## src/rtl/ddr_burst_datapath.sv

```systemverilog
module ddr_burst_datapath #(
  parameter int DQ_W = 8
) (
  input  logic                clk,
  input  logic                rst_n,
  output logic                cmd_slot,
  input  logic                wr_start,
  input  logic                rd_start,
  input  logic [1:0]          bl_code,
  input  logic                cl_half,
  input  logic [2*DQ_W-1:0]   wr_data,
  input  logic [DQ_W/4-1:0]   wr_mask,
  output logic [DQ_W-1:0]     dq_o,
  output logic                dq_oe,
  output logic [DQ_W/8-1:0]   dm_o,
  output logic                dqs_o,
  output logic                dqs_oe,
  input  logic [DQ_W-1:0]     dq_i,
  input  logic                dqs_i,
  output logic [2*DQ_W-1:0]   rd_data,
  output logic                rd_valid
);
  localparam int WORD_W = 2 * DQ_W;
  localparam int MB     = DQ_W / 8;
  localparam int MW     = 2 * MB;

  typedef enum logic [1:0] {S_IDLE, S_WDAT, S_WPOST, S_RD} st_t;

  st_t               st;
  logic              ph;
  logic              sel;
  logic [3:0]        left;
  logic [3:0]        rt;
  logic [3:0]        lat;
  logic [3:0]        rlast;
  logic [WORD_W-1:0] wbuf;
  logic [MW-1:0]     mbuf;
  logic [DQ_W-1:0]   lo_buf;
  logic              dqs_q;

  assign cmd_slot = ~ph;

  logic [3:0] beats_n;
  logic [3:0] lat_n;
  assign beats_n = (bl_code == 2'd0) ? 4'd2 : (bl_code == 2'd1) ? 4'd4 : 4'd8;
  assign lat_n   = cl_half ? 4'd5 : 4'd4;

  always_ff @(posedge clk) begin
    if (!rst_n) begin
      st       <= S_IDLE;
      ph       <= 1'b0;
      sel      <= 1'b0;
      left     <= '0;
      rt       <= '0;
      lat      <= '0;
      rlast    <= '0;
      wbuf     <= '0;
      mbuf     <= '0;
      lo_buf   <= '0;
      dqs_q    <= 1'b0;
      dq_o     <= '0;
      dq_oe    <= 1'b0;
      dm_o     <= '0;
      dqs_o    <= 1'b0;
      dqs_oe   <= 1'b0;
      rd_data  <= '0;
      rd_valid <= 1'b0;
    end else begin
      ph       <= ~ph;
      dqs_q    <= dqs_i;
      rd_valid <= 1'b0;
      case (st)
        S_IDLE: begin
          dq_o   <= '0;
          dq_oe  <= 1'b0;
          dm_o   <= '0;
          dqs_o  <= 1'b0;
          dqs_oe <= 1'b0;
          if (cmd_slot && wr_start) begin
            dqs_oe <= 1'b1;
            wbuf   <= wr_data;
            mbuf   <= wr_mask;
            left   <= beats_n;
            sel    <= 1'b0;
            st     <= S_WDAT;
          end else if (cmd_slot && rd_start) begin
            rt    <= 4'd1;
            lat   <= lat_n;
            rlast <= lat_n + beats_n - 4'd1;
            st    <= S_RD;
          end
        end
        S_WDAT: begin
          dq_oe  <= 1'b1;
          dqs_oe <= 1'b1;
          sel    <= ~sel;
          left   <= left - 4'd1;
          if (!sel) begin
            dq_o  <= wbuf[DQ_W-1:0];
            dm_o  <= mbuf[MB-1:0];
            dqs_o <= 1'b1;
          end else begin
            dq_o  <= wbuf[WORD_W-1:DQ_W];
            dm_o  <= mbuf[MW-1:MB];
            dqs_o <= 1'b0;
            wbuf  <= wr_data;
            mbuf  <= wr_mask;
          end
          if (left == 4'd1) st <= S_WPOST;
        end
        S_WPOST: begin
          dq_o  <= '0;
          dq_oe <= 1'b0;
          dm_o  <= '0;
          dqs_o <= 1'b0;
          st    <= S_IDLE;
        end
        S_RD: begin
          rt <= rt + 4'd1;
          if (rt >= lat && dqs_i != dqs_q) begin
            if (dqs_i) begin
              lo_buf <= dq_i;
            end else begin
              rd_data  <= {dq_i, lo_buf};
              rd_valid <= 1'b1;
            end
          end
          if (rt == rlast) st <= S_IDLE;
        end
        default: st <= S_IDLE;
      endcase
    end
  end
endmodule

```

## config.mk

```make
export PLATFORM = sky130hd
export DESIGN_NAME = ddr_burst_datapath
export DESIGN_NICKNAME = d
export VERILOG_FILES = /design/src/rtl/ddr_burst_datapath.sv
export SDC_FILE = /design/constraint.sdc
export NUM_CORES = 1
export LEC_CHECK = 0
export CAP_MARGIN = 20
export CORE_AREA = 2 2 74 76
export CTS_CLUSTER_DIAMETER = 50
export DETAILED_ROUTE_END_ITERATION = 6
export DIE_AREA = 0 0 76 78
export DONT_BUFFER_PORTS = 1
export PLACE_DENSITY_LB_ADDON = 0.08
export SYNTH_ARGS = -nofsm -noshare
export SYNTH_HDL_FRONTEND = slang
export SYNTH_SLANG_ARGS = --single-unit
```

## constraint.sdc

```tcl
create_clock -name clk -period 2.5 [get_ports clk]
set_clock_uncertainty 0.2 [all_clocks]
set_input_delay 0.25 -clock clk [delete_from_list [all_inputs] [get_ports clk]]
set_output_delay 0.25 -clock clk [all_outputs]
set_load 0.01 [all_outputs]
```

# == Word-level counts from Yosys, hierarchy flattened ==
# Cells that the tools add are included.
# totals
output_inout_bits,30
ff_bits,76
elab_cells,89
inputBits,34
# classes
n_reduce_logical,17
n_eq_ne,14
addsub,4
n_lt_le_gt_ge,1
bitwise,4
mux,31
# ops
cell,n
two-way mux 16 bit,2
case mux 16 bit (2 select lines),1
AND reduction 3 bit,7
two-way mux 4 bit,5
case mux 4 bit (2 select lines),2
case mux 8 bit (2 select lines),1
two-way mux 2 bit,6
"inequality test 2 bit, second input constant",6
case mux 1 bit (2 select lines),5
two-way mux 8 bit,1
case mux 2 bit (4 select lines),1
"subtractor 4 x 1 -> 4 bit, second input constant",2
two-way mux 1 bit,6
nonzero test 2 bit,3
adder 3 x 4 -> 4 bit,1
"adder 4 x 1 -> 4 bit, second input constant",1
"== test 2 x 1 -> 1 bit, second input constant",2
"== test 2 bit, second input constant",2
"== test 4 x 1 -> 1 bit, second input constant",1
== test 4 bit,1
>= comparator 4 bit,1
zero test 2 bit,2
inverter 1 bit,4
case mux 2 bit (2 select lines),1
other kinds (5),7

# == Logic depth before layout (Yosys ltp) ==
# logic_depth
word_depth,5
ltp_mapped,8
ltp_nobuf,6

# == Worst setup path after synthesis ==
# No wires, ideal clock.
# synth_path
path_type,register to register
startpoint,register rt[0]
endpoint,register rd_valid
path_slack_ns,0.489
stages_incl_launch_ff,9
arrival_time_ns,1.696
path_buffers,2
synth_period_minus_slack_ns,2.011
required_time_ns,2.185
setup_ns,0.115
path_cell_list,dfxtp_1 -> inv_1 -> ha_1 -> nand2b_1 -> nor4_2 -> nor4_1 -> buf_6 -> buf_12 -> and2_1
# synth_via
elab_chain_len,3
# synth_lines
item,line_no,text
start: declaration,33,logic [3:0] rt;
start signal: assignment,119,rt <= rt + 4'd1;
>= comparator 4 bit,120,if (rt >= lat && dqs_i != dqs_q) begin
logical AND 1 bit,120,
AND reduction 3 bit (no line),-,
end signal: assignment,67,rd_valid <= 1'b0;
end signal: assignment,71,rd_valid <= 1'b0;
end signal: assignment,125,rd_valid <= 1'b1;
end: declaration,21,output logic rd_valid
# Every way passes these cells.
# A chain may end at the register's enable or synchronous reset.

# == Worst setup path after layout ==
# layout_path
startpoint,register rt[0]
endpoint,register lo_buf[4]
# layout_via
elab_chain_len,3
# layout_lines
item,line_no,text
>= comparator 4 bit,120,
logical AND 1 bit,120,
AND reduction 3 bit (no line),-,
end signal: assignment,122,lo_buf <= dq_i;
end: declaration,38,logic [DQ_W-1:0] lo_buf;
# Every way passes these cells.

==> impl_results.md <==
* Placed wire-length estimate at 3.958 mm
* Setup crit start: rt[0]$_SDFFE_PN0P_
* CTS tree: done
* Cell Area, Synth at 3085 um^2
* Post-route setup slack at roughly 0.35 ns
* Die ar. at 5928 um^2
* TritonCTS buffer count at 9
* PostCTS Resize Cnt at 0
* Synth Instances at 355
* Hold Buf Count CTS at 33
* Synthesized flop and latch total at between 70 and 80
* Sequential share of the synthesized area at 0.4801
* CTS Sinks at 74
* Area contributors post-synth: dfxtp_1 48%, mux2i_1 11%, nand2_1 7.4%, nor2_1 4.5%, a21oi_1 4.2%
* Max_slew headroom at 0.5144
* Min Clock Period, post-route at around 2.2 ns
* Later-pin clock latency in the skew report at ~0.34 ns
* Commonest non-fill, non-tap cell in the layout: dfxtp_1
* GRT Total Usage at 0.2331
* Syn_nets at between 300 and 400
* Final WL at 6.306 mm
* Area Overhead vs Synth at 17.76%
* Setup TNS at 0 ns
* Final setup violation count at 0
* Nets at around 420
* FF-to-FF setup slack at around 0.35 ns
* IO buf count at 0
* RR Startpoint: rt[0]$_SDFFE_PN0P_
* Vias per cell at around 5.4
* Run status: completed
* Post-Syn Area per Cell at between 8 and 9 um^2
* Fin cells at around 450
* Synth top area share at 0.4801
* Die Y-Extent at slightly below 80 um
* Via count at approximately 2400
* Worst slack, placed at approximately 0.36 ns
* Drc violations at 0
* Worst Reg-to-Reg Cells at 6
* First-pass GRT wire length at about 11 mm
* PD cells at around 740 nW/um^2
* Critical path fanouts, max at 8
* Most frequent cells in the layout: 74 x dfxtp_1, 61 x nand2_1, 37 x nor2_1
* Crit end category: register
* Yosys top cell by area: dfxtp_1
* Type of origin of the critical path: register
* Largest net degree at the start of global routing at 75
* Initial DRC Count at 177
* Final period util at 0.8608
* Crit path capture: lo_buf[4]$_SDFFE_PN0P_
* Antenna diode count at 0
* Ports at between 60 and 70
* Routability congestion estimate at ~0.8
* Vias in the first global route at 2307
* Final ANT Viol Nets at 0
* Pins over their slew limit at 0
* Leakage power at roughly 0.0014 uW
* Share of cells above drive strength 1 at 0.06266
* Row count at 26
* Max cap viols at 0
* Total gr overflow at 0
* Final Hold Vio Count at 0
* Initial core utilization at 0.6119
* Clk buf depth at 2
* Setup bufs post-CTS at 0
* Setup Crit Path Kind: register to register
* Min-Delay Startpoint: rd_start
* Placed cells at 404
* Die Width at ~76 um
* Core Area at 5042 um^2
* Crit path DAT at approximately 2.2 ns
* Root Driver: clkbuf_8
* Type of the tightest min-delay check: primary input to register
* Max Freq at roughly 0.46 GHz
* Worst Path Required at about 2.6 ns
* Final Power at approximately 2700 uW
* Initial antenna violation count at 0
* CTS clk-pin slew, worst paths at 0.07 ns
* Synth warnings at 0
* First-pass iteration count of the detailed router at 4
* Peak VDD IR at 0.5573 mV
* R2R Path End: lo_buf[4]$_SDFFE_PN0P_
* Max H-tree Level at 3
* Unique masters post-synth at 40
* RSZ-0062 raised after global routing: no
* Routed wire per std cell at 13.92 um
* Slew @ Worst Pin at between 0.7 and 0.8 ns
==> area by class of cell <==
class,instances,area (um^2)
Timing Repair Buffer,36,370.4
Clock buffer,11,131.4
Tap cell,70,87.58
Fill cell,415,1409
Multi-Input combinational cell,248,1450
Sequential cell,74,1481
Inverter,9,33.78
Clock inverter,5,78.83
==> cell families after synthesis <==
logic type | count (synthesis) | share of synthesized area
XOR/XNOR | 6 | 0.01703
AND/OR/NAND/NOR | 143 | 0.2092
AO/OA/AOI/OAI | 59 | 0.1071
multiplexers | 34 | 0.1103
flip-flops | 74 | 0.4801
adder cells (fa/ha/maj) | 6 | 0.02433
buffers and inverters | 33 | 0.05190
==> metrics by stage <==
| stage | utilization | cell area (um^2) | hold slack (ns) |
|---|---|---|---|
| final | 0.7206 | 3633 | 0.01659 |
| after global routing | 0.7206 | 3633 | 0.02625 |
| after CTS | 0.7206 | 3633 | 0.009236 |
| after detailed placement | 0.6099 | 3075 | 0.1819 |
| after global placement | 0.6099 | 3075 | 0.1749 |
| after floorplan | - | 3085 | 0.1717 |
==> worst min path at each step <==
| stage | depth (start not counted) | end |
|---|---|---|
| floorplan | 1 | dqs_q$_SDFF_PN0_ |
| global placement | 1 | dqs_q$_SDFF_PN0_ |
| detailed placement | 1 | dqs_q$_SDFF_PN0_ |
| CTS | 2 | lat[2]$_SDFFE_PN0P_ |
| global route | 2 | lat[2]$_SDFFE_PN0P_ |
| finish | 2 | lat[2]$_SDFFE_PN0P_ |
==> worst max-delay path: stages (launching register included) <==
cell and delay, ns:
dfxtp_1 0.41, inv_1 0.10, ha_1 0.28, nand2b_1 0.11, nor4_2 0.06, nor4_4 0.67, mux2i_1 0.26
==> registers in the layout (all words and copies together), names as in the netlist <==
signal / count
dqs_o: 1
wbuf: 16
rd_data: 16
rt: 4
dqs_q: 1
lat: 2
dq_oe: 1
lo_buf: 8
rd_valid: 1
dm_o: 1
dq_o: 8
dqs_oe: 1
st: 2
mbuf: 2
left: 4
ph: 1
sel: 1
rlast: 4
==> report_power, final <==
group / switching [uW] / internal [uW] / total (uW)
Clock: 433 / 561 / 995
Sequential: 58.2 / 1250 / 1310
Combinational: 217 / 155 / 371
==> synth_stat cells, drive strengths merged <==
cell type and number:
or2 1, and4b 1, o311a 1, a21oi 26
o21ai 22, and3 1, and2 4, o41ai 1
buf 11, ha 6, a211oi 2, dfxtp 74
o21bai 1, o32ai 2, a31oi 2, o21ba 1
nand4 1, nor2b 3, nor4 3, xor2 5
nor3 5, nor3b 1, a2bb2oi 1, nor2 37
xnor2 1, nand3 19, inv 9, clkbuf 13
or3 1, mux2i 34, nand2b 4, nand2 62
==> per-layer routing <==
| metal | routed length [um] | GRT usage | share of wire |
|---|---|---|---|
| met1 | 2994 | 0.3068 | 0.47 |
| met5 | 0 | 0 | 0 |
| met4 | 125 | 0.1109 | 0.020 |
| met3 | 341 | 0.06512 | 0.054 |
| met2 | 2844 | 0.3554 | 0.45 |
Note: power is estimated with default switching activity, not from simulation.
